[src/rtl/pid_pkg.sv]
package pid_pkg;

    localparam int MODE_W = 4;

    // Decoded per-pin behaviour
    typedef struct packed {
        logic dma;   // transfer-request mode
        logic irq;   // interrupt mode
        logic rise;  // set on rising edge
        logic fall;  // set on falling edge
        logic lo;    // set while low
        logic hi;    // set while high
    } pid_cfg_t;

    typedef enum logic [MODE_W-1:0] {
        M_OFF      = 4'b0000,
        M_DMA_RISE = 4'b0001,
        M_DMA_FALL = 4'b0010,
        M_DMA_BOTH = 4'b0011,
        M_IRQ_LOW  = 4'b1000,
        M_IRQ_RISE = 4'b1001,
        M_IRQ_FALL = 4'b1010,
        M_IRQ_BOTH = 4'b1011,
        M_IRQ_HIGH = 4'b1100
    } pid_mode_e;

    function automatic pid_cfg_t pid_decode(input logic [MODE_W-1:0] code);
        pid_cfg_t c;
        c = '0;
        case (code)
            M_DMA_RISE: begin c.dma = 1'b1; c.rise = 1'b1; end
            M_DMA_FALL: begin c.dma = 1'b1; c.fall = 1'b1; end
            M_DMA_BOTH: begin c.dma = 1'b1; c.rise = 1'b1; c.fall = 1'b1; end
            M_IRQ_LOW:  begin c.irq = 1'b1; c.lo = 1'b1; end
            M_IRQ_RISE: begin c.irq = 1'b1; c.rise = 1'b1; end
            M_IRQ_FALL: begin c.irq = 1'b1; c.fall = 1'b1; end
            M_IRQ_BOTH: begin c.irq = 1'b1; c.rise = 1'b1; c.fall = 1'b1; end
            M_IRQ_HIGH: begin c.irq = 1'b1; c.hi = 1'b1; end
            default:    c = '0;
        endcase
        return c;
    endfunction

endpackage

[src/rtl/pid_edge_sense.sv]
module pid_edge_sense
    import pid_pkg::*;
(
    input  logic     clk,
    input  logic     rst,
    input  logic     lvl_i,
    input  pid_cfg_t cfg_i,
    output logic     set_o
);
    logic prev_q;

    // Previous sample follows the pin during reset: no false edge on release
    always_ff @(posedge clk) begin
        prev_q <= lvl_i;
    end

    logic rise_w, fall_w;
    always_comb begin
        rise_w = lvl_i & ~prev_q & ~rst;
        fall_w = ~lvl_i & prev_q & ~rst;
        set_o  = (cfg_i.rise & rise_w) | (cfg_i.fall & fall_w)
               | (cfg_i.lo & ~lvl_i) | (cfg_i.hi & lvl_i);
    end
endmodule

[src/rtl/pid_flag_cell.sv]
module pid_flag_cell (
    input  logic clk,
    input  logic rst,
    input  logic set_i,
    input  logic clr_i,
    output logic flag_o
);
    always_ff @(posedge clk) begin
        if (rst)        flag_o <= 1'b0;
        else if (set_i) flag_o <= 1'b1;   // set has priority over clear
        else if (clr_i) flag_o <= 1'b0;
    end
endmodule

[src/rtl/pid_detector.sv]
module pid_detector
    import pid_pkg::*;
#(
    parameter int NPINS = 32
) (
    input  logic                    clk,
    input  logic                    rst,
    input  logic [NPINS*MODE_W-1:0] pin_mode_i,
    input  logic [NPINS-1:0]        pin_lvl_i,
    input  logic [NPINS-1:0]        clr_bus_i,
    input  logic [NPINS-1:0]        clr_pin_i,
    input  logic [NPINS-1:0]        dma_done_i,
    output logic [NPINS-1:0]        flag_o,
    output logic                    irq_o,
    output logic [NPINS-1:0]        dma_req_o
);
    logic [NPINS-1:0] irq_vec;

    for (genvar p = 0; p < NPINS; p++) begin : g_pin
        pid_cfg_t cfg;
        logic     set_ev;
        logic     clr_ev;

        assign cfg    = pid_decode(pin_mode_i[p*MODE_W +: MODE_W]);
        assign clr_ev = clr_bus_i[p] | clr_pin_i[p] | (dma_done_i[p] & cfg.dma);

        pid_edge_sense u_sense (
            .clk   (clk),
            .rst   (rst),
            .lvl_i (pin_lvl_i[p]),
            .cfg_i (cfg),
            .set_o (set_ev)
        );

        pid_flag_cell u_flag (
            .clk    (clk),
            .rst    (rst),
            .set_i  (set_ev),
            .clr_i  (clr_ev),
            .flag_o (flag_o[p])
        );

        assign irq_vec[p]   = flag_o[p] & cfg.irq;
        assign dma_req_o[p] = flag_o[p] & cfg.dma;
    end

    assign irq_o = |irq_vec;
endmodule

[config.mk]
export PLATFORM = sky130hd
export DESIGN_NAME = pid_detector
export DESIGN_NICKNAME = d
export VERILOG_FILES = /design/src/rtl/pid_pkg.sv /design/src/rtl/pid_edge_sense.sv /design/src/rtl/pid_flag_cell.sv /design/src/rtl/pid_detector.sv
export SDC_FILE = /design/constraint.sdc
export NUM_CORES = 1
export LEC_CHECK = 0
export CAP_MARGIN = 15
export CORE_AREA = 2 2 125 127
export DETAILED_ROUTE_END_ITERATION = 10
export DIE_AREA = 0 0 127 129
export PLACE_DENSITY = 0.67
export SLEW_MARGIN = 25
export SYNTH_ARGS = -nofsm -noshare
export SYNTH_HDL_FRONTEND = slang
export SYNTH_SLANG_ARGS = --single-unit
[constraint.sdc]
create_clock -name clk -period 6.3 [get_ports clk]
set_input_delay 1.89 -clock clk [delete_from_list [all_inputs] [get_ports clk]]
set_output_delay 1.89 -clock clk [all_outputs]
set_load 0.05 [all_outputs]
==> qor.yml <==
ant_nets: 0
cp_max_fo: 5
cp.required_ns: 4.41
io-pin-count: 323
area_of_the_die_um2: 16400
grt_start_max_net_pins: 33
timing.critical_path.mode_cell: "sky130_fd_sc_hd__or4_1"
io_buffers: 322
post-route-worst-setup-slack_ns: 0.335
grt_pass1_wl_mm: 26.8
cts.sinks: 64
wl_mm: 17.6
worstMarginPinSlew_ns: 0.568
synth.avg_cell_area_um2: 8.38
critical_path_arrival_ns: 4.07
finalClockSkew_ns: 0.00676
antenna_found_initial: 0
layout.filler_cells: 1421
max_freq_mhz: 168
floorplan.die.width_um: 127
yosysWarningCount: 0
hold_path.class: "flip-flop to flip-flop"
synthToLayoutAreaGrowth_pct: 81.0
final-hold-violation-count: 0
drv_cap: 0
post-route-min-period_ns: 5.96
post_drt_via_cell_ratio: 5.30
leakage_nw: 2.53
synthesis.nets: 771
postSynthRegisterBits: 64
yosys.cell_types.count: 26
initial_utilization_pct: 28.7
clock_latency_ns: 0.33
critPathTopFamily: "simple AND/OR/NAND/NOR gates"
core_area_um2: 15000
cp_slowest_stage_delay_ns: 0.56
tritoncts.num_buffers: 9
fraction_of_layout_cells_with_a_size_suffix_above_1_pct: 1.84
detail_route.first_pass.iterations: 6
critPathLaunchType: "input port"
route.detailed.drc: 0
ctsRootBufferMaster: "sky130_fd_sc_hd__clkbuf_16"
buffers_inserted_during_post_cts_setup_optimization: 0
run_status: "finished, final reports clean"
cts_hold_repair.buffers: 0
dp_hpwl_mm: 14.5
rr_startpoint: "g_pin[8].u_flag.flag_o$_SDFFE_PP0P_"
hold_start: "g_pin[31].u_flag.flag_o$_SDFFE_PP0P_"
cts_max_path_buffers: 2
unrepaired_setup_endpoints_after_global_routing: "false"
tritoncts: "done"
post-place-ws_ns: 0.336
routabilityCongestion: 0.853
vias: 5321
slew_violations: 0
worst_setup_path_end_kind: "output pin"
post_cts_resized: 0
power_density_nw_per_um2: 168
critPathKind: "input port to output pin"
rows: 45
fp.dieH_um: 129
syn-cell-area_um2: 4300
syn_inst: 513
slew-limit-headroom_pct: 62.0
number_of_global_route_vias_before_repair: 5464
sequential_area_share_after_synthesis_pct: 29.8
setup.worst_path.start: "pin_mode_i[14]"
worst_setup_hold_path_clk_slew_ns: 0.05
timing.critical_path.buf_inv: 2
setup_tns_ns: 0
cp_cell_sequence: "clkdlybuf4s50_1, o21ai_0, a32o_1, or4_1, or4_1, buf_4"
grt.total_usage_pct: 20.6
cts_htree_levels: 3
cp_slowest_cell: "sky130_fd_sc_hd__clkdlybuf4s50_1"
report.final.setup_viol: 0
routedWlPerCell_um: 17.5
diodes: 0
drtIter0Drc: 218
post-route-period-util_pct: 94.7
peakVddDrop_mv: 0.101
globalRouteOverflowTotal: 0
design.final.nets: 1070
==> sequential cells by signal, summed over array words and instances (netlist names) <==
signal,flops
g_pin.u_sense.prev_q,32
g_pin.u_flag.flag_o,32
==> where the power goes <==
part | switching [mW] | internal [mW]
clock network | 0.177 | 0.286
registers | 0.0159 | 0.427
logic | 0.174 | 0.224
total | 0.368 | 0.937
==> cells in the mapped netlist <==
master                     instances  share of area (%)
sky130_fd_sc_hd__dfxtp_1          64                 30
sky130_fd_sc_hd__nand3b_1         53                9.3
sky130_fd_sc_hd__nor2_1           48                4.2
sky130_fd_sc_hd__nor4b_1          48                9.8
sky130_fd_sc_hd__o21ai_0          33                3.8
sky130_fd_sc_hd__a31oi_1          32                4.7
sky130_fd_sc_hd__buf_4            32                5.6
sky130_fd_sc_hd__nand3_1          32                3.7
sky130_fd_sc_hd__or4b_1           32                7.5
sky130_fd_sc_hd__xnor2_1          31                6.3
sky130_fd_sc_hd__a21oi_1          30                3.5
sky130_fd_sc_hd__and2_1           16                2.3
sky130_fd_sc_hd__a32oi_1          12                2.4
sky130_fd_sc_hd__nand2_1          10               0.87
sky130_fd_sc_hd__nand2b_1          8                1.2
sky130_fd_sc_hd__o21ai_1           8               0.93
sky130_fd_sc_hd__a21o_1            7                1.2
sky130_fd_sc_hd__a32o_1            4               0.93
sky130_fd_sc_hd__clkbuf_1          3               0.26
sky130_fd_sc_hd__nand4_1           3               0.44
sky130_fd_sc_hd__or4_1             2               0.35
sky130_fd_sc_hd__a22oi_1           1               0.17
sky130_fd_sc_hd__a31o_2            1               0.20
sky130_fd_sc_hd__nand2b_2          1               0.20
sky130_fd_sc_hd__nor3b_1           1               0.17
sky130_fd_sc_hd__or3_1             1               0.15
==> routing by layer <==
| layer | global-route usage, % | vias to the layer above | wire [um] |
|---|---|---|---|
| li1 | - | 2579 | - |
| met1 | 21.8 | 2444 | 6760 |
| met2 | 38.4 | 260 | 8920 |
| met3 | 6.49 | 38 | 1470 |
| met4 | 7.37 | 0 | 398 |
| met5 | 0 | - | 0 |
==> placed cells by master (no fill, tap or decap), drive strengths merged <==
| cell | count |
|---|---|
| clkdlybuf4s50 | 321 |
| nand2 | 10 |
| nand2b | 9 |
| nand4 | 3 |
| clkbuf | 15 |
| a31o | 1 |
| dfxtp | 64 |
| or4 | 2 |
| a32o | 4 |
| a31oi | 32 |
| buf | 2 |
| a21o | 7 |
| nor3b | 1 |
| o21ai | 41 |
| a32oi | 12 |
| or4b | 32 |
| nor4b | 48 |
| a22oi | 1 |
| nand3b | 53 |
| nand3 | 32 |
| or3 | 1 |
| and2 | 16 |
| nor2 | 48 |
| a21oi | 30 |
| xnor2 | 31 |
==> worst register-to-register path, stage by stage, from the launching register on <==
cell and delay (ns):
sky130_fd_sc_hd__dfxtp_1 0.38, sky130_fd_sc_hd__or4b_1 0.47, sky130_fd_sc_hd__a31oi_1 0.18
==> through the flow <==
step | std cells | area, um^2 | total power, mW | utilization [%] | hold slack (ns)
after global placement | 989 | 7510 | 0.840 | 50.1 | 0.497
after global routing | 1004 | 7780 | 1.37 | 51.9 | 0.595
final | 1004 | 7780 | 1.30 | 51.9 | 0.562
after CTS | 1004 | 7780 | 1.32 | 51.9 | 0.565
after detailed placement | 989 | 7510 | 0.848 | 50.1 | 0.558
after floorplan | 513 | 4300 | 0.609 | - | 0.474
==> cell type report <==
cell class / instances / area, um^2 / area share [%]
Multi-Input combinational cell: 414 / 2760 / 35.5
Clock buffer: 15 / 268 / 3.44
Tap cell: 188 / 235 / 3.02
Sequential cell: 64 / 1280 / 16.5
Timing Repair Buffer: 323 / 3230 / 41.5
==> logic make-up after synthesis <==
kind of cell           after synthesis  share of synthesized area (%)
AO/OA/AOI/OAI                      128                           17.9
XOR/XNOR                            31                           6.32
buffers and inverters               35                           5.85
flip-flops                          64                           29.8
AND/OR/NAND/NOR                    255                           40.1
==> final timing paths <==
kind / end / slack [ns] / cells past startpoint
hold reg to reg: g_pin[31].u_flag.flag_o$_SDFFE_PP0P_ / 0.56 / 2
setup / recovery: irq_o / 0.34 / 6
setup reg to reg: g_pin[8].u_flag.flag_o$_SDFFE_PP0P_ / 5.20 / 2
hold / removal: g_pin[31].u_flag.flag_o$_SDFFE_PP0P_ / 0.56 / 2
No activity file was read; power rests on OpenSTA's default activity.
